`config.mk`:
```
export PLATFORM = sky130hd
export DESIGN_NAME = dram_refresh_seq
export DESIGN_NICKNAME = d
export VERILOG_FILES = /design/src/rtl/dram_rfsh_pkg.sv /design/src/rtl/rfsh_phase_cnt.sv /design/src/rtl/rfsh_interval_timer.sv /design/src/rtl/rfsh_strobe_fsm.sv /design/src/rtl/dram_refresh_seq.sv
export SDC_FILE = /design/constraint.sdc
export NUM_CORES = 1
export LEC_CHECK = 0
export BUFFER_PORTS_ARGS = -buffer_cell sky130_fd_sc_hd__buf_2
export CORE_ASPECT_RATIO = 0.7
export CORE_MARGIN = 2
export CORE_UTILIZATION = 55
export DETAILED_ROUTE_END_ITERATION = 8
export PLACE_DENSITY = 0.72
export SLEW_MARGIN = 10
export SYNTH_ARGS = -nofsm -noshare
export SYNTH_HDL_FRONTEND = slang
export SYNTH_HIERARCHICAL = 1
export SYNTH_SLANG_ARGS = --single-unit
```
`constraint.sdc`:
```
create_clock -name clk -period 2.9 [get_ports clk]
set_input_delay 0.725 -clock clk [delete_from_list [all_inputs] [get_ports clk]]
set_output_delay 0.725 -clock clk [all_outputs]
set_load 0.05 [all_outputs]
```
`src/rtl/dram_rfsh_pkg.sv`:
```
package dram_rfsh_pkg;

  typedef enum logic [2:0] {
    ST_PWRUP,
    ST_IDLE,
    ST_CSR,
    ST_CHR,
    ST_RASH,
    ST_SENTRY,
    ST_SELF,
    ST_PRE
  } seq_state_e;

  typedef enum logic [1:0] {
    K_INIT,
    K_REFR,
    K_SELF
  } cyc_kind_e;

  // At least the given time, at least one cycle.
  function automatic int unsigned ns_to_cyc(input int unsigned ns, input int unsigned clk_ps);
    longint unsigned p;
    p = (longint'(ns) * 1000 + longint'(clk_ps) - 1) / longint'(clk_ps);
    if (p == 0) p = 1;
    return int'(p);
  endfunction

  // Strictly longer than the given time.
  function automatic int unsigned ns_to_cyc_gt(input int unsigned ns, input int unsigned clk_ps);
    longint unsigned p;
    p = (longint'(ns) * 1000) / longint'(clk_ps) + 1;
    return int'(p);
  endfunction

  function automatic int unsigned max_u(input int unsigned a, input int unsigned b);
    return (a > b) ? a : b;
  endfunction

endpackage

```
`src/rtl/rfsh_phase_cnt.sv`:
```
module rfsh_phase_cnt #(
  parameter int unsigned CW      = 8,
  parameter int unsigned RST_VAL = 1
) (
  input  logic          clk,
  input  logic          rst_n,
  input  logic          load,
  input  logic [CW-1:0] load_val,
  output logic          zero
);

  logic [CW-1:0] cnt_q;
  logic [CW-1:0] cnt_d;
  logic          cnt_en;

  assign zero   = (cnt_q == '0);
  assign cnt_en = load || !zero;

  always_comb begin
    if (load) cnt_d = load_val;
    else      cnt_d = cnt_q - 1'b1;
  end

  always_ff @(posedge clk or negedge rst_n) begin
    if (!rst_n)      cnt_q <= CW'(RST_VAL);
    else if (cnt_en) cnt_q <= cnt_d;
  end

endmodule

```
`src/rtl/rfsh_interval_timer.sv`:
```
module rfsh_interval_timer #(
  parameter int unsigned REFI_CYC = 1950,
  parameter int unsigned MAX_OWED = 4
) (
  input  logic clk,
  input  logic rst_n,
  input  logic run,
  input  logic clear,
  input  logic take,
  output logic owed_nz
);

  localparam int unsigned TW = (REFI_CYC > 1) ? $clog2(REFI_CYC) : 1;
  localparam int unsigned OW = $clog2(MAX_OWED + 1);

  logic [TW-1:0] cnt_q;
  logic [TW-1:0] cnt_d;
  logic          cnt_en;
  logic          tick;

  assign tick   = run && (cnt_q == TW'(REFI_CYC - 1));
  assign cnt_en = clear || run;

  always_comb begin
    if (clear || tick) cnt_d = '0;
    else               cnt_d = cnt_q + 1'b1;
  end

  always_ff @(posedge clk or negedge rst_n) begin
    if (!rst_n)      cnt_q <= '0;
    else if (cnt_en) cnt_q <= cnt_d;
  end

  logic [OW-1:0] owed_q;

  generate
    if (MAX_OWED == 1) begin : g_flag
      logic flag_d;
      always_comb begin
        if (clear)     flag_d = 1'b0;
        else if (tick) flag_d = 1'b1;
        else if (take) flag_d = 1'b0;
        else           flag_d = owed_q[0];
      end
      always_ff @(posedge clk or negedge rst_n) begin
        if (!rst_n) owed_q <= '0;
        else        owed_q <= flag_d;
      end
    end else begin : g_count
      logic [OW-1:0] owed_d;
      logic          at_max;
      assign at_max = (owed_q == OW'(MAX_OWED));
      always_comb begin
        owed_d = owed_q;
        if (clear)                        owed_d = '0;
        else if (tick && !take && !at_max) owed_d = owed_q + 1'b1;
        else if (take && !tick)           owed_d = owed_q - 1'b1;
      end
      always_ff @(posedge clk or negedge rst_n) begin
        if (!rst_n) owed_q <= '0;
        else        owed_q <= owed_d;
      end
    end
  endgenerate

  assign owed_nz = (owed_q != '0);

  assert_owed_sat_R8: assert property (@(posedge clk) disable iff (!rst_n)
    owed_q <= OW'(MAX_OWED));

  assert_clear_owed_R13: assert property (@(posedge clk) disable iff (!rst_n)
    clear |=> (owed_q == '0));

endmodule

```
`src/rtl/rfsh_strobe_fsm.sv`:
```
module rfsh_strobe_fsm
  import dram_rfsh_pkg::*;
#(
  parameter int unsigned CW          = 8,
  parameter int unsigned INIT_CYCLES = 8,
  parameter int unsigned CSR_CYC     = 1,
  parameter int unsigned CHR_CYC     = 2,
  parameter int unsigned RASH_CYC    = 5,
  parameter int unsigned RP_CYC      = 4,
  parameter int unsigned RPS_CYC     = 11,
  parameter int unsigned SELF_CYC    = 12501
) (
  input  logic          clk,
  input  logic          rst_n,
  input  logic          ref_gnt,
  input  logic          self_enter,
  input  logic          self_exit,
  input  logic          cnt_zero,
  input  logic          owed_nz,
  output logic          cnt_load,
  output logic [CW-1:0] cnt_val,
  output logic          take,
  output logic          tmr_clear,
  output logic          init_done,
  output logic          ref_req,
  output logic          ref_done,
  output logic          bus_own,
  output logic          ras_n,
  output logic          cas_n,
  output logic          in_self
);

  localparam int unsigned IW = $clog2(INIT_CYCLES + 1);

  seq_state_e    state_q, state_d;
  cyc_kind_e     kind_q, kind_d;
  logic [IW-1:0] init_left_q, init_left_d;
  logic          self_pend_q, self_pend_d;
  logic          ras_q, cas_q, own_q;
  logic          ras_d, cas_d, own_d;
  logic          self_active;

  assign self_active = (kind_q == K_SELF) && (state_q != ST_IDLE);
  assign init_done   = (init_left_q == '0);
  assign ref_req     = (state_q == ST_IDLE) &&
                       ((init_left_q != '0) || self_pend_q || owed_nz);
  assign ref_done    = (state_q == ST_PRE) && cnt_zero;
  assign in_self     = (state_q == ST_SELF);
  assign tmr_clear   = self_active;

  always_comb begin
    state_d     = state_q;
    kind_d      = kind_q;
    init_left_d = init_left_q;
    self_pend_d = self_pend_q;
    cnt_load    = 1'b0;
    cnt_val     = '0;
    take        = 1'b0;

    if (self_enter && init_done && !self_active) self_pend_d = 1'b1;

    case (state_q)
      ST_PWRUP: begin
        if (cnt_zero) state_d = ST_IDLE;
      end
      ST_IDLE: begin
        if (ref_req && ref_gnt) begin
          state_d  = ST_CSR;
          cnt_load = 1'b1;
          cnt_val  = CW'(CSR_CYC - 1);
          if (init_left_q != '0) begin
            kind_d = K_INIT;
          end else if (self_pend_q) begin
            kind_d      = K_SELF;
            self_pend_d = 1'b0;
          end else begin
            kind_d = K_REFR;
            take   = 1'b1;
          end
        end
      end
      ST_CSR: begin
        if (cnt_zero) begin
          cnt_load = 1'b1;
          if (kind_q == K_SELF) begin
            state_d = ST_SENTRY;
            cnt_val = CW'(SELF_CYC - 1);
          end else begin
            state_d = ST_CHR;
            cnt_val = CW'(CHR_CYC - 1);
          end
        end
      end
      ST_CHR: begin
        if (cnt_zero) begin
          state_d  = ST_RASH;
          cnt_load = 1'b1;
          cnt_val  = CW'(RASH_CYC - 1);
        end
      end
      ST_RASH: begin
        if (cnt_zero) begin
          state_d  = ST_PRE;
          cnt_load = 1'b1;
          cnt_val  = CW'(RP_CYC - 1);
        end
      end
      ST_SENTRY: begin
        if (cnt_zero) state_d = ST_SELF;
      end
      ST_SELF: begin
        if (self_exit) begin
          state_d  = ST_PRE;
          cnt_load = 1'b1;
          cnt_val  = CW'(RPS_CYC - 1);
        end
      end
      ST_PRE: begin
        if (cnt_zero) begin
          state_d = ST_IDLE;
          if (kind_q == K_INIT) init_left_d = init_left_q - 1'b1;
        end
      end
      default: state_d = ST_IDLE;
    endcase
  end

  always_comb begin
    ras_d = !(state_d inside {ST_CHR, ST_RASH, ST_SENTRY, ST_SELF});
    cas_d = !(state_d inside {ST_CSR, ST_CHR, ST_SENTRY, ST_SELF});
    own_d = !(state_d inside {ST_PWRUP, ST_IDLE});
  end

  always_ff @(posedge clk or negedge rst_n) begin
    if (!rst_n) begin
      state_q     <= ST_PWRUP;
      kind_q      <= K_INIT;
      init_left_q <= IW'(INIT_CYCLES);
      self_pend_q <= 1'b0;
      ras_q       <= 1'b1;
      cas_q       <= 1'b1;
      own_q       <= 1'b0;
    end else begin
      state_q     <= state_d;
      kind_q      <= kind_d;
      init_left_q <= init_left_d;
      self_pend_q <= self_pend_d;
      ras_q       <= ras_d;
      cas_q       <= cas_d;
      own_q       <= own_d;
    end
  end

  assign ras_n   = ras_q;
  assign cas_n   = cas_q;
  assign bus_own = own_q;

  assert_cbr_order_R3: assert property (@(posedge clk) disable iff (!rst_n)
    $fell(ras_n) |-> (!cas_n && $past(!cas_n)));

  assert_done_release_R4: assert property (@(posedge clk) disable iff (!rst_n)
    ref_done |=> !bus_own);

  assert_grant_first_R6: assert property (@(posedge clk) disable iff (!rst_n)
    $rose(bus_own) |-> $past(ref_gnt));

  assert_init_after_done_R5: assert property (@(posedge clk) disable iff (!rst_n)
    $rose(init_done) |-> $past(ref_done));

  assert_self_hold_R10: assert property (@(posedge clk) disable iff (!rst_n)
    in_self |-> (!ras_n && !ref_done));

endmodule

```
`src/rtl/dram_refresh_seq.sv`:
```
module dram_refresh_seq
  import dram_rfsh_pkg::*;
#(
  parameter int unsigned CLK_PS      = 8000,
  parameter int unsigned T_PWRUP_NS  = 200000,
  parameter int unsigned T_REFI_NS   = 15600,
  parameter int unsigned T_SELF_NS   = 100000,
  parameter int unsigned T_CSR_NS    = 5,
  parameter int unsigned T_CHR_NS    = 10,
  parameter int unsigned T_RAS_NS    = 50,
  parameter int unsigned T_RP_NS     = 30,
  parameter int unsigned T_RPS_NS    = 84,
  parameter int unsigned INIT_CYCLES = 8,
  parameter int unsigned MAX_OWED    = 4
) (
  input  logic clk,
  input  logic rst_n,
  input  logic ref_gnt,
  input  logic self_enter,
  input  logic self_exit,
  output logic ref_req,
  output logic ref_done,
  output logic bus_own,
  output logic ras_n,
  output logic cas_n,
  output logic init_done,
  output logic in_self
);

  localparam int unsigned PWRUP_CYC = ns_to_cyc(T_PWRUP_NS, CLK_PS);
  localparam int unsigned REFI_CYC  = ns_to_cyc(T_REFI_NS, CLK_PS);
  localparam int unsigned SELF_CYC  = ns_to_cyc_gt(T_SELF_NS, CLK_PS);
  localparam int unsigned CSR_CYC   = ns_to_cyc(T_CSR_NS, CLK_PS);
  localparam int unsigned CHR_CYC   = ns_to_cyc(T_CHR_NS, CLK_PS);
  localparam int unsigned RAS_CYC   = ns_to_cyc(T_RAS_NS, CLK_PS);
  localparam int unsigned RP_CYC    = ns_to_cyc(T_RP_NS, CLK_PS);
  localparam int unsigned RPS_CYC   = ns_to_cyc(T_RPS_NS, CLK_PS);
  localparam int unsigned RASH_CYC  = (RAS_CYC > CHR_CYC + 1) ? (RAS_CYC - CHR_CYC) : 1;
  localparam int unsigned MAX_CYC   = max_u(max_u(PWRUP_CYC, SELF_CYC),
                                            max_u(max_u(CSR_CYC, CHR_CYC),
                                                  max_u(max_u(RASH_CYC, RP_CYC), RPS_CYC)));
  localparam int unsigned CW        = $clog2(MAX_CYC + 1);

  // reset: asynchronous assertion, synchronous release
  logic rst_s1_q, rst_s2_q;
  always_ff @(posedge clk or negedge rst_n) begin
    if (!rst_n) begin
      rst_s1_q <= 1'b0;
      rst_s2_q <= 1'b0;
    end else begin
      rst_s1_q <= 1'b1;
      rst_s2_q <= rst_s1_q;
    end
  end

  logic          rst_i_n;
  logic          cnt_load;
  logic [CW-1:0] cnt_val;
  logic          cnt_zero;
  logic          take;
  logic          tmr_clear;
  logic          owed_nz;

  assign rst_i_n = rst_s2_q;

  rfsh_phase_cnt #(
    .CW      (CW),
    .RST_VAL (PWRUP_CYC - 1)
  ) phase_i (
    .clk      (clk),
    .rst_n    (rst_i_n),
    .load     (cnt_load),
    .load_val (cnt_val),
    .zero     (cnt_zero)
  );

  rfsh_interval_timer #(
    .REFI_CYC (REFI_CYC),
    .MAX_OWED (MAX_OWED)
  ) interval_i (
    .clk     (clk),
    .rst_n   (rst_i_n),
    .run     (init_done),
    .clear   (tmr_clear),
    .take    (take),
    .owed_nz (owed_nz)
  );

  rfsh_strobe_fsm #(
    .CW          (CW),
    .INIT_CYCLES (INIT_CYCLES),
    .CSR_CYC     (CSR_CYC),
    .CHR_CYC     (CHR_CYC),
    .RASH_CYC    (RASH_CYC),
    .RP_CYC      (RP_CYC),
    .RPS_CYC     (RPS_CYC),
    .SELF_CYC    (SELF_CYC)
  ) fsm_i (
    .clk        (clk),
    .rst_n      (rst_i_n),
    .ref_gnt    (ref_gnt),
    .self_enter (self_enter),
    .self_exit  (self_exit),
    .cnt_zero   (cnt_zero),
    .owed_nz    (owed_nz),
    .cnt_load   (cnt_load),
    .cnt_val    (cnt_val),
    .take       (take),
    .tmr_clear  (tmr_clear),
    .init_done  (init_done),
    .ref_req    (ref_req),
    .ref_done   (ref_done),
    .bus_own    (bus_own),
    .ras_n      (ras_n),
    .cas_n      (cas_n),
    .in_self    (in_self)
  );

  assert_idle_strobes_R6: assert property (@(posedge clk) disable iff (!rst_i_n)
    !bus_own |-> (ras_n && cas_n));

endmodule

```
==> flow_summary_export.csv, run 1 <==
group,metric,value,unit
placed_design,dpl.cell_count,358,
synth,synth_fa_ha_area_share,2.91,%
synth,syn_area,2830,sq um
synth,post_synth_inst_count,288,
cts,ctsRootBufferMaster,"sky130_fd_sc_hd__clkbuf_8",
global_routing,global_route.usage.total,19.5,%
synth,synth_seq_area_share,39.3,%
synth,synth_mux_area_share,4.68,%
drt,post_drt_via_cell_ratio,5.35,
floorplan,core_area,4860,sq um
placed_design,placement.cell_area,2910,sq um
sta,skew_final,0.0106,ns
sta,maxClockFrequency,355,MHz
drt,total_number_of_vias,2006,
final_layout,area_growth_syn_to_layout,9.40,%
final_layout,design_area,3100,sq um
final_layout,final_cells,375,
global_routing,globalRouteOverflowTotal,0,
power_and_ir_drop,power.ir.vdd_worst,0.000360,V
floorplan,chip_width,89.8,microns
final_layout,finish.net_count,316,
synth,yosysMostFrequentCell,"sky130_fd_sc_hd__dfrtp_1",
sta,post-route-worst-setup-slack,0.0798,ns
sta,tns,0,ns
placed_design,place_ws,0.00271,ns
sta,max_transition_viols_final,0,
placed_design,gpl.final_weighted_congestion,0.825,
outcome,run_status,"finished clean",
synth,synth_simple_gate_area_share,24.6,%
floorplan,ios,12,
synth,dominantRegCellSynth,"sky130_fd_sc_hd__dfrtp_1",
synth,synth_commonest_cells,"sky130_fd_sc_hd__dfrtp_1, sky130_fd_sc_hd__nor2_1, sky130_fd_sc_hd__nand2_1, sky130_fd_sc_hd__inv_1, sky130_fd_sc_hd__buf_4",
synth,synth_top_area_share,29.1,%
critical_path,cp_peak_stage_delay,0.51,ns
synth,post-synth-top-area-cell,"sky130_fd_sc_hd__dfrtp_1",
drt,drt_wl_total,5090,microns
cts,cts_buffers,5,
sta,tightest_slew,0.901,ns
synth,synth.distinct_cells,69,
synth,syn_area_per_cell,9.84,sq um
sta,period_utilisation_layout,97.2,%
global_routing,antenna_found_initial,0,
global_routing,grt_first_pass_wirelength,9080,microns
sta,hold_viol,0,
critical_path,critical_path.endpoint_type,"flop",
synth,synth.ff_latch_count,44,
global_routing,largest_net_degree_at_the_start_of_global_routing,43,
power_and_ir_drop,power-per-cell-area,748,nW/um^2
synth,yosys.area_share.xor_xnor,6.80,%
global_routing,first_global_vias,1901,
synth,synth_top_family_by_area,"simple AND/OR/NAND/NOR gates",
floorplan,start_util,58.3,%
critical_path,worst_ep_required_time,3.13,ns
critical_path,timing.critical_path.fanout_max,3,
cts,cts.htree.levels,2,
cts,clk_path_buf_depth,2,
critical_path,worst_path_max_delay_cell,"sky130_fd_sc_hd__or4b_4",
synth,synth-compound-area-share,12.9,%
synth,yosysWarnings,6,
sta,post_layout_min_period,2.82,ns
cts,cts.reportedPaths.clkPinSlew,0.08,ns
sta,setup_violations,0,
floorplan,dieArea,5750,sq um
critical_path,worst-setup-path-type,"flop to flop",
cts,tritoncts,"yes",
drt,drt_pre_antenna_iters,4,
final_layout,diodes,0,
cts,clock-sinks,44,
drt,first_iter_violations,123,
min_path,hp-class,"input port to asynchronous set/reset pin",
synth,synth_enable_flop_cells,0,
final_layout,drive_gt1_share,27.5,%
cts,worstSkewPairLatency,0.30,ns
placed_design,dp_hpwl,3530,microns
critical_path,critical_path_startpoint_category,"flop",
drt,final_antenna_net_count,0,
power_and_ir_drop,p_leak,1.34,nW
drt,route.detailed.drc,0,
drt,route.detailed.wl_per_inst,13.6,microns
floorplan,placement_rows,21,
placed_design,numPortBuffers,11,
flow_run,max_cap_viol_count,0,
synth,postSynth.asyncResetShare,100,%
critical_path,cp_cell_sequence,"inv_2 > ha_1 > or3b_4 > clkinvlp_4 > nand4b_1 > or4b_4 > nor3_4 > fa_2 > o31ai_2 > mux2i_1 > nor2_1",
synth,synthTopCellsByArea,"sky130_fd_sc_hd__dfrtp_1, sky130_fd_sc_hd__dfstp_2, sky130_fd_sc_hd__xnor2_1",
critical_path,critical_path_arrival,3.05,ns
sta,max-slew-margin-rel,40.0,%
sta,grt_setup_unrepaired,"true",
floorplan,dieHeight,64.1,microns
layout make-up:
type	count	area, sq um
inverters	17	67.6
multi-input cells	207	1530
clock buffers	8	90.1
well taps	69	86.3
fillers	383	1760
repair buffers	30	213
flip-flops and latches	44	1120
where the power goes:
part           total (W)  internal [W]  switching [W]
Sequential       0.00108      0.000829       0.000247
Combinational   0.000848      0.000378       0.000470
Clock           0.000394      0.000194       0.000200
Total            0.00232       0.00140       0.000917
registers in the layout, indices dropped and copies added, names as in the netlist:
register and count:
fsm_i/cas_n 1, fsm_i/self_pend_q 1, interval_i/cnt_q 11, fsm_i/ras_n 1, fsm_i/kind_q 2, rst_i_n 1, fsm_i/bus_own 1, fsm_i/init_left_q 4
interval_i/owed_q 3, rst_s1_q 1, phase_i/cnt_q 15, fsm_i/state_q 3
cells by family after synthesis:
group / count (synthesis)
simple gates: 111
compound gates: 49
flops: 44
xor+xnor: 22
other cells: 2
fa+ha+maj: 6
mux: 12
buf+inv: 42
per-stage QoR:
stage / hold WS, ns / utilization (%) / power, W
after floorplan: 0.331 / - / 0.00176
after global placement: 0.334 / 59.9 / 0.00188
after detailed placement: 0.343 / 59.9 / 0.00191
after CTS: 0.193 / 62.1 / 0.00233
after global routing: 0.190 / 63.8 / 0.00250
final: 0.205 / 63.8 / 0.00232
final timing paths:
kind,from,endpoint,slack (ns),cells after the start
worst min-delay path,rst_n,rst_i_n$_DFF_PN0_,0.20,1
worst max register to register,fsm_i/init_left_q[0]$_DFFE_PN0P_,interval_i/owed_q[1]$_DFFE_PN0P_,0.08,11
max in group asynchronous,rst_i_n$_DFF_PN0_,interval_i/cnt_q[7]$_DFFE_PN0P_,1.94,0
worst max-delay path,fsm_i/init_left_q[0]$_DFFE_PN0P_,interval_i/owed_q[1]$_DFFE_PN0P_,0.08,11
worst min register to register,rst_s1_q$_DFF_PN0_,rst_i_n$_DFF_PN0_,0.35,0
min in group clk,rst_s1_q$_DFF_PN0_,rst_i_n$_DFF_PN0_,0.35,0
per-layer routing:
metal  wire (microns)  part of all wire [%]  GRT usage [%]  up-vias
met4               38                  0.75           5.77        0
met5                0                     0              0        -
met3              104                   2.0           3.89        4
met2             2300                    45           29.5       15
met1             2650                    52           28.5      955
li1                 -                     -              -     1032
layout by cell type (no fill, tap or decap), types with 4 or more instances in the layout:
master / count
sky130_fd_sc_hd__dfrtp_1: 32
sky130_fd_sc_hd__nor2_1: 24
sky130_fd_sc_hd__nand2_1: 21
sky130_fd_sc_hd__buf_4: 18
sky130_fd_sc_hd__inv_1: 13
sky130_fd_sc_hd__xor2_1: 11
sky130_fd_sc_hd__xnor2_1: 11
sky130_fd_sc_hd__dfstp_2: 11
sky130_fd_sc_hd__a21oi_1: 10
sky130_fd_sc_hd__buf_2: 10
sky130_fd_sc_hd__nor3_1: 7
sky130_fd_sc_hd__o21ai_0: 7
sky130_fd_sc_hd__conb_1: 7
sky130_fd_sc_hd__clkbuf_8: 6
sky130_fd_sc_hd__mux2_2: 6
sky130_fd_sc_hd__nand4_1: 6
sky130_fd_sc_hd__nand3_1: 6
sky130_fd_sc_hd__mux2i_1: 5
sky130_fd_sc_hd__ha_1: 5
sky130_fd_sc_hd__o31ai_1: 5
sky130_fd_sc_hd__nor2b_1: 4
repair_timing:
action | 4_1_cts | 5_1_grt
pin swaps | 0 | 2
setup buffers | 0 | 9
hold buffers | 0 | 0
resized for setup | 3 | 3
setup endpoints to repair | 2 | 3
worst max-delay path, delay by kind of cell, from the launching register on:
family          cells  cell delay (ns)
simple gates        5             1.22
compound gates      1             0.25
fa+ha+maj           2             0.60
flops               1             0.42
buf+inv             2             0.17
mux                 1             0.10
Power figures use the tool's default switching activity.
==> run 2: changes to the inputs <==
--- a/config.mk
+++ b/config.mk
@@ -5,13 +5,14 @@
 export SDC_FILE = /design/constraint.sdc
 export NUM_CORES = 1
 export LEC_CHECK = 0
+export ABC_AREA = 1
 export BUFFER_PORTS_ARGS = -buffer_cell sky130_fd_sc_hd__buf_2
+export CAP_MARGIN = 20
 export CORE_ASPECT_RATIO = 0.7
 export CORE_MARGIN = 2
 export CORE_UTILIZATION = 55
 export DETAILED_ROUTE_END_ITERATION = 8
 export PLACE_DENSITY = 0.72
-export SLEW_MARGIN = 10
 export SYNTH_ARGS = -nofsm -noshare
 export SYNTH_HDL_FRONTEND = slang
 export SYNTH_HIERARCHICAL = 1
==> run 2 against run 1 <==
  * Fmax rose by 5.3%
  * Setup slack improved by 0.14 ns
  * Clock-buffer cell count fell by 1
  * Sequential power fell by 12%
  * Register-to-register slack improved by 0.35 ns
  * Area after synthesis rose by 5.4%
  * Critical path depth fell by 2
  * Clock power is 15% higher
  * Cell area grew 2.1%
  * Critical path type is now flop to primary output
  * Critical endpoint is now ref_done
==> flow_summary_export.csv, run 2 <==
group,metric,value,unit
floorplan,dieArea,6050,sq um
floorplan,chip_width,92.1,microns
final_layout,drive_gt1_share,18.8,%
synth,postSynth.asyncResetShare,100,%
final_layout,diodes,0,
floorplan,dieHeight,65.7,microns
cts,cts.htree.levels,2,
drt,routed-wl-met2,2290,microns
global_routing,first_global_vias,2179,
sta,skew_final,0.00529,ns
critical_path,critical_path.endpoint_type,"primary output",
floorplan,placement_rows,22,
sta,maxClockFrequency,373,MHz
drt,route.detailed.wl_per_inst,11.8,microns
synth,synth.distinct_cells,38,
cts,hold_buffers,0,
global_routing,global_route.usage.total,20.7,%
final_layout,largestRegisters,"phase_i/cnt_q (15), interval_i/cnt_q (11), fsm_i/init_left_q (4)",
placed_design,numPortBuffers,11,
cts,tritoncts,"yes",
drt,drt_pre_antenna_iters,4,
critical_path,critical_path_startpoint_category,"flop",
sta,hold_viol,0,
drt,first_iter_violations,131,
sta,post_layout_min_period,2.68,ns
critical_path,worst-setup-path-type,"flop to primary output",
sta,max-slew-margin-rel,39.4,%
global_routing,largest_net_degree_at_the_start_of_global_routing,43,
global_routing,antenna_found_initial,0,
cts,ctsRootBufferMaster,"sky130_fd_sc_hd__clkbuf_8",
final_layout,design_area,3160,sq um
drt,total_number_of_vias,2351,
cts,clk_path_buf_depth,2,
synth,synth.ff_latch_count,44,
final_layout,regMostFlops,"phase_i/cnt_q",
critical_path,timing.critical_path.fanout_max,5,
critical_path,worst_ep_required_time,2.17,ns
critical_path,cp_common_cell,"sky130_fd_sc_hd__inv_1",
synth,synth_seq_area_share,37.3,%
floorplan,start_util,57.1,%
cts,cts_buffers,5,
critical_path,worst_path_max_delay_cell,"sky130_fd_sc_hd__dfstp_2",
min_path,hp-class,"input port to asynchronous set/reset pin",
sta,tns,0,ns
placed_design,gpl.final_weighted_congestion,0.921,
flow_run,max_cap_viol_count,0,
synth,synth_enable_flop_cells,0,
synth,yosysMostFrequentCell,"sky130_fd_sc_hd__nand2_1",
cts,post-cts-setup-buffer-count,0,
critical_path,critical_path_arrival,1.95,ns
power_and_ir_drop,power.ir.vdd_worst,0.000366,V
final_layout,most_frequent_cells_in_the_layout,"sky130_fd_sc_hd__nand2_1, sky130_fd_sc_hd__inv_1, sky130_fd_sc_hd__nor2_1, sky130_fd_sc_hd__dfrtp_1, sky130_fd_sc_hd__nand3_1",
global_routing,globalRouteOverflowTotal,0,
synth,post_synth_inst_count,395,
drt,drt_wl_total,5620,microns
final_layout,finish.net_count,415,
floorplan,ios,12,
synth,dominantRegCellSynth,"sky130_fd_sc_hd__dfrtp_1",
sta,grt_setup_unrepaired,"false",
drt,route.layer.met1.wl,3040,microns
global_routing,grt_first_pass_wirelength,9960,microns
synth,post-synth-top-area-cell,"sky130_fd_sc_hd__dfrtp_1",
synth,synth_commonest_cells,"sky130_fd_sc_hd__nand2_1, sky130_fd_sc_hd__inv_1, sky130_fd_sc_hd__nor2_1, sky130_fd_sc_hd__dfrtp_1, sky130_fd_sc_hd__nand3_1",
sta,setup_violations,0,
synth,syn_area_per_cell,7.56,sq um
final_layout,largest_reg_flops,15,
sta,hold_ws,0.206,ns
synth,synthTopCellsByArea,"sky130_fd_sc_hd__dfrtp_1, sky130_fd_sc_hd__nand2_1, sky130_fd_sc_hd__dfstp_2",
cts,clock-sinks,44,
final_layout,most_common_cell_after_layout_fill_and_taps_aside,"sky130_fd_sc_hd__nand2_1",
floorplan,core_area,5230,sq um
sta,tightest_slew,0.910,ns
synth,syn_area,2990,sq um
final_layout,area_growth_syn_to_layout,5.90,%
drt,met3RoutedLength,269,microns
sta,max_transition_viols_final,0,
placed_design,dp_hpwl,4310,microns
critical_path,cp_cell_sequence,"inv_1 > ha_4 > nand3_4 > nor2_4 > nand3_4 > inv_1 > inv_1 > nor3_4 > buf_6",
cts,worstSkewPairLatency,0.29,ns
drt,route.detailed.drc,0,
synth,yosysWarnings,6,
drt,final_antenna_net_count,0,
cts,cts.reportedPaths.clkPinSlew,0.07,ns
power_and_ir_drop,p_total,0.00213,W
drt,uppermost_signal_routing_layer_after_detailed_routing,"met4",
placed_design,placement.cell_area,3040,sq um
outcome,run_status,"finished clean",
power_and_ir_drop,power-per-cell-area,674,nW/um^2
sta,period_utilisation_layout,92.3,%
power_and_ir_drop,p_leak,1.60,nW
synth,synth_top_area_share,27.6,%
drt,post_drt_via_cell_ratio,4.93,
critical_path,cp_peak_stage_delay,0.38,ns
## run 2: through the flow
| step | worst slack (ns) | instances | utilization (%) |
|---|---|---|---|
| global placement | 0.330 | 469 | 58.1 |
| finish | 0.222 | 477 | 60.5 |
| CTS | 0.0601 | 477 | 60.2 |
| floorplan | 0.290 | 400 | - |
| global route | 0.0798 | 477 | 60.5 |
| detailed placement | 0.255 | 469 | 58.1 |
## run 2: path summary, 6_finish.rpt
path	start	to	slack [ns]	cells past startpoint
max in group asynchronous	rst_i_n$_DFF_PN0_	phase_i/cnt_q[6]$_DFFE_PN0P_	1.92	0
min in group clk	rst_s1_q$_DFF_PN0_	rst_i_n$_DFF_PN0_	0.35	0
min reg2reg	rst_s1_q$_DFF_PN0_	rst_i_n$_DFF_PN0_	0.35	0
max reg2reg	phase_i/cnt_q[1]$_DFFE_PN1P_	phase_i/cnt_q[4]$_DFFE_PN0P_	0.43	17
min	rst_n	rst_i_n$_DFF_PN0_	0.21	1
max	phase_i/cnt_q[1]$_DFFE_PN1P_	ref_done	0.22	9
## run 2: worst max-delay path, delay by kind of cell (launching register included)
family	cells	cell delay, ns
and+or+nand+nor	4	0.59
DFF	1	0.38
adders and majority gates	1	0.20
buffers and inverters	4	0.49
## run 2: area by class of cell
type                       count  area (sq um)
timing repair buffer          14          83.8
sequential                    44          1120
clock buffer                   7          76.3
tap                           72          90.1
inverter                      67           254
fill                         471          2070
multi-input combinational    272          1510
clock inverter                 1          30.0
## run 2: cell families after synthesis
kind of cell / count (synthesis) / synth area share, %
buffers and inverters: 84 / 13.1
AND/OR/NAND/NOR: 213 / 36.9
flip-flops: 44 / 37.3
AO/OA/AOI/OAI: 34 / 6.20
other: 2 / 0.251
XOR/XNOR: 12 / 3.52
adder cells (fa/ha/maj): 6 / 2.76
## run 2: per-layer routing
layer / vias to the layer above / global-route usage, %
met5: - / 0
met3: 2 / 4.13
met2: 54 / 31.3
met4: 0 / 4.48
met1: 1064 / 30.7
li1: 1231 / -
## run 2: timing repair
item	in CTS	in global routing
gates cloned	0	0
setup endpoints to repair	1	1
gates resized for setup	2	3
pin swaps	0	0
## run 2: where the power goes
group	switching, W	total [W]	internal, W
Clock	0.000194	0.000452	0.000258
Sequential	0.000163	0.000954	0.000791
Combinational	0.000472	0.000726	0.000254
==> run 3: changes to the inputs <==
--- a/config.mk
+++ b/config.mk
@@ -8,7 +8,7 @@
 export ABC_AREA = 1
 export BUFFER_PORTS_ARGS = -buffer_cell sky130_fd_sc_hd__buf_2
 export CAP_MARGIN = 20
-export CORE_ASPECT_RATIO = 0.7
+export CORE_ASPECT_RATIO = 0.8
 export CORE_MARGIN = 2
 export CORE_UTILIZATION = 55
 export DETAILED_ROUTE_END_ITERATION = 8
==> run 3 against run 2 <==
  * Sequential power barely moved
  * Cell area fell by 0.28%
  * Power barely moved
  * First-iteration DRC count rose by 15%
  * Clock-buffer cell count did not move
  * Die area barely moved
  * Routed wire length rose by 0.62%
  * Global-route usage fell by 0.37 points
  * Via count rose by 1.9%
  * Critical path depth did not move
  * Critical endpoint unchanged
==> flow_summary_export.csv, run 3 (same netlist as run 2, synthesis figures left out) <==
group,metric,value,unit
critical_path,critical_path_arrival,2.05,ns
placed_design,placement.cell_area,3030,sq um
final_layout,largest_reg_flops,15,
final_layout,area_growth_syn_to_layout,5.61,%
cts,clk_path_buf_depth,2,
cts,worstSkewPairLatency,0.29,ns
placed_design,dp_hpwl,4270,microns
critical_path,r2r_setup_slack,0.43,ns
critical_path,rr_endpoint,"phase_i/cnt_q[0]$_DFFE_PN1P_",
cts,cts.reportedPaths.clkPinSlew,0.07,ns
sta,hold_viol,0,
sta,skew_final,0.00993,ns
sta,max_transition_viols_final,0,
critical_path,crit-reg2reg-launch,"phase_i/cnt_q[0]$_DFFE_PN1P_",
sta,tightest_slew,0.897,ns
floorplan,dieHeight,69.9,microns
critical_path,worst-setup-path-type,"flop to primary output",
sta,maxClockFrequency,361,MHz
sta,grt_setup_unrepaired,"false",
global_routing,antenna_found_initial,0,
final_layout,design_area,3160,sq um
power_and_ir_drop,p_total,0.00213,W
cts,cts_buffers,5,
critical_path,critical_path.endpoint_type,"primary output",
floorplan,core_area,5120,sq um
final_layout,most_common_cell_after_layout_fill_and_taps_aside,"sky130_fd_sc_hd__nand2_1",
critical_path,rr_worst_depth,17,
global_routing,grt_first_pass_wirelength,9820,microns
drt,drt_pre_antenna_iters,4,
floorplan,start_util,58.3,%
sta,tns,0,ns
placed_design,gpl.final_weighted_congestion,0.864,
drt,total_number_of_vias,2395,
cts,cts.htree.levels,2,
critical_path,critical_path_startpoint_category,"flop",
drt,route.layer.met1.wl,2930,microns
final_layout,regMostFlops,"phase_i/cnt_q",
floorplan,placement_rows,23,
floorplan,ios,12,
drt,post_drt_via_cell_ratio,5.12,
cts,hold_buffers,0,
sta,post_layout_min_period,2.77,ns
power_and_ir_drop,power-per-cell-area,676,nW/um^2
final_layout,finish.net_count,416,
global_routing,global_route.usage.total,20.3,%
min_path,hp-class,"input port to asynchronous set/reset pin",
global_routing,largest_net_degree_at_the_start_of_global_routing,43,
floorplan,dieArea,6040,sq um
floorplan,chip_width,86.4,microns
critical_path,timing.critical_path.fanout_max,5,
drt,first_iter_violations,151,
power_and_ir_drop,power.ir.vdd_worst,0.000339,V
drt,route.detailed.wl_per_inst,12.1,microns
final_layout,nFillCells,456,
outcome,run_status,"finished clean",
placed_design,dpl.cell_count,460,
final_layout,most_frequent_cells_in_the_layout,"sky130_fd_sc_hd__nand2_1, sky130_fd_sc_hd__inv_1, sky130_fd_sc_hd__nor2_1, sky130_fd_sc_hd__dfrtp_1, sky130_fd_sc_hd__nand3_1",
global_routing,globalRouteOverflowTotal,0,
cts,tritoncts,"yes",
sta,period_utilisation_layout,95.6,%
cts,post-cts-setup-buffer-count,0,
final_layout,drive_gt1_share,18.7,%
drt,drt_wl_total,5660,microns
flow_run,max_cap_viol_count,0,
final_layout,final_cells,468,
drt,met3RoutedLength,317,microns
drt,final_antenna_net_count,0,
critical_path,worst_ep_required_time,2.17,ns
drt,route.detailed.drc,0,
final_layout,largestRegisters,"phase_i/cnt_q (15), interval_i/cnt_q (11), fsm_i/init_left_q (4)",
cts,cts_resized,1,
cts,ctsRootBufferMaster,"sky130_fd_sc_hd__clkbuf_8",
sta,max-slew-margin-rel,40.2,%
drt,uppermost_signal_routing_layer_after_detailed_routing,"met4",
power_and_ir_drop,p_leak,1.61,nW
sta,post-route-worst-setup-slack,0.129,ns
final_layout,diodes,0,
sta,setup_violations,0,
placed_design,numPortBuffers,11,
cts,clock-sinks,44,
global_routing,first_global_vias,2200,
drt,routed-wl-met2,2370,microns
placed_design,place_ws,0.282,ns
## run 3: changes by cell type in the layout (fill, tap and decap cells not counted)
cell	before	now
sky130_fd_sc_hd__buf_4	3	5
sky130_fd_sc_hd__buf_6	1	0
sky130_fd_sc_hd__inv_1	60	61
sky130_fd_sc_hd__inv_2	6	5
## run 3: worst max path at each step
stage | cells after the start | endpoint | slack (ns) | start
final | 9 | ref_done | 0.13 | phase_i/cnt_q[0]$_DFFE_PN1P_
after global routing | 9 | ref_done | 0.02 | phase_i/cnt_q[0]$_DFFE_PN1P_
after CTS | 9 | ref_done | 0.01 | phase_i/cnt_q[0]$_DFFE_PN1P_
after detailed placement | 9 | ref_done | 0.28 | phase_i/cnt_q[0]$_DFFE_PN1P_
after global placement | 9 | ref_done | 0.33 | phase_i/cnt_q[0]$_DFFE_PN1P_
after floorplan | 9 | ref_done | 0.29 | phase_i/cnt_q[0]$_DFFE_PN1P_
## run 3: area by class of cell
type                       count  area [sq um]  area share, %
multi-input combinational    272          1510           48.0
timing repair buffer          15          87.6           2.78
inverter                      67           254           8.05
tap                           62          77.6           2.46
clock buffer                   7          76.3           2.42
clock inverter                 1          30.0          0.952
sequential                    44          1120           35.4
## run 3: power breakdown
part	internal [W]	switching (W)
combinational	0.000253	0.000466
sequential	0.000791	0.000162
clock	0.000258	0.000204
total	0.00130	0.000832
## run 3: metrics by stage
step	hold WS, ns	util, %
CTS	0.196	61.4
global placement	0.334	59.2
detailed placement	0.343	59.2
floorplan	0.331	-
finish	0.205	61.6
global route	0.191	61.6
## run 3: worst max-delay path, stage by stage (launching register included)
cell and delay [ns]:
sky130_fd_sc_hd__dfstp_2 0.37, sky130_fd_sc_hd__inv_1 0.16, sky130_fd_sc_hd__ha_4 0.21, sky130_fd_sc_hd__nand3_4 0.10, sky130_fd_sc_hd__nor2_4 0.13, sky130_fd_sc_hd__nand3_4 0.10
sky130_fd_sc_hd__inv_1 0.09, sky130_fd_sc_hd__inv_1 0.10, sky130_fd_sc_hd__nor3_4 0.26, sky130_fd_sc_hd__buf_4 0.24
## run 3: layer usage
metal  track usage [%]  vias up
met5                 0        -
met4              6.60        0
met3              4.73        4
met2              28.1       60
met1              31.0     1097
li1                  -     1234
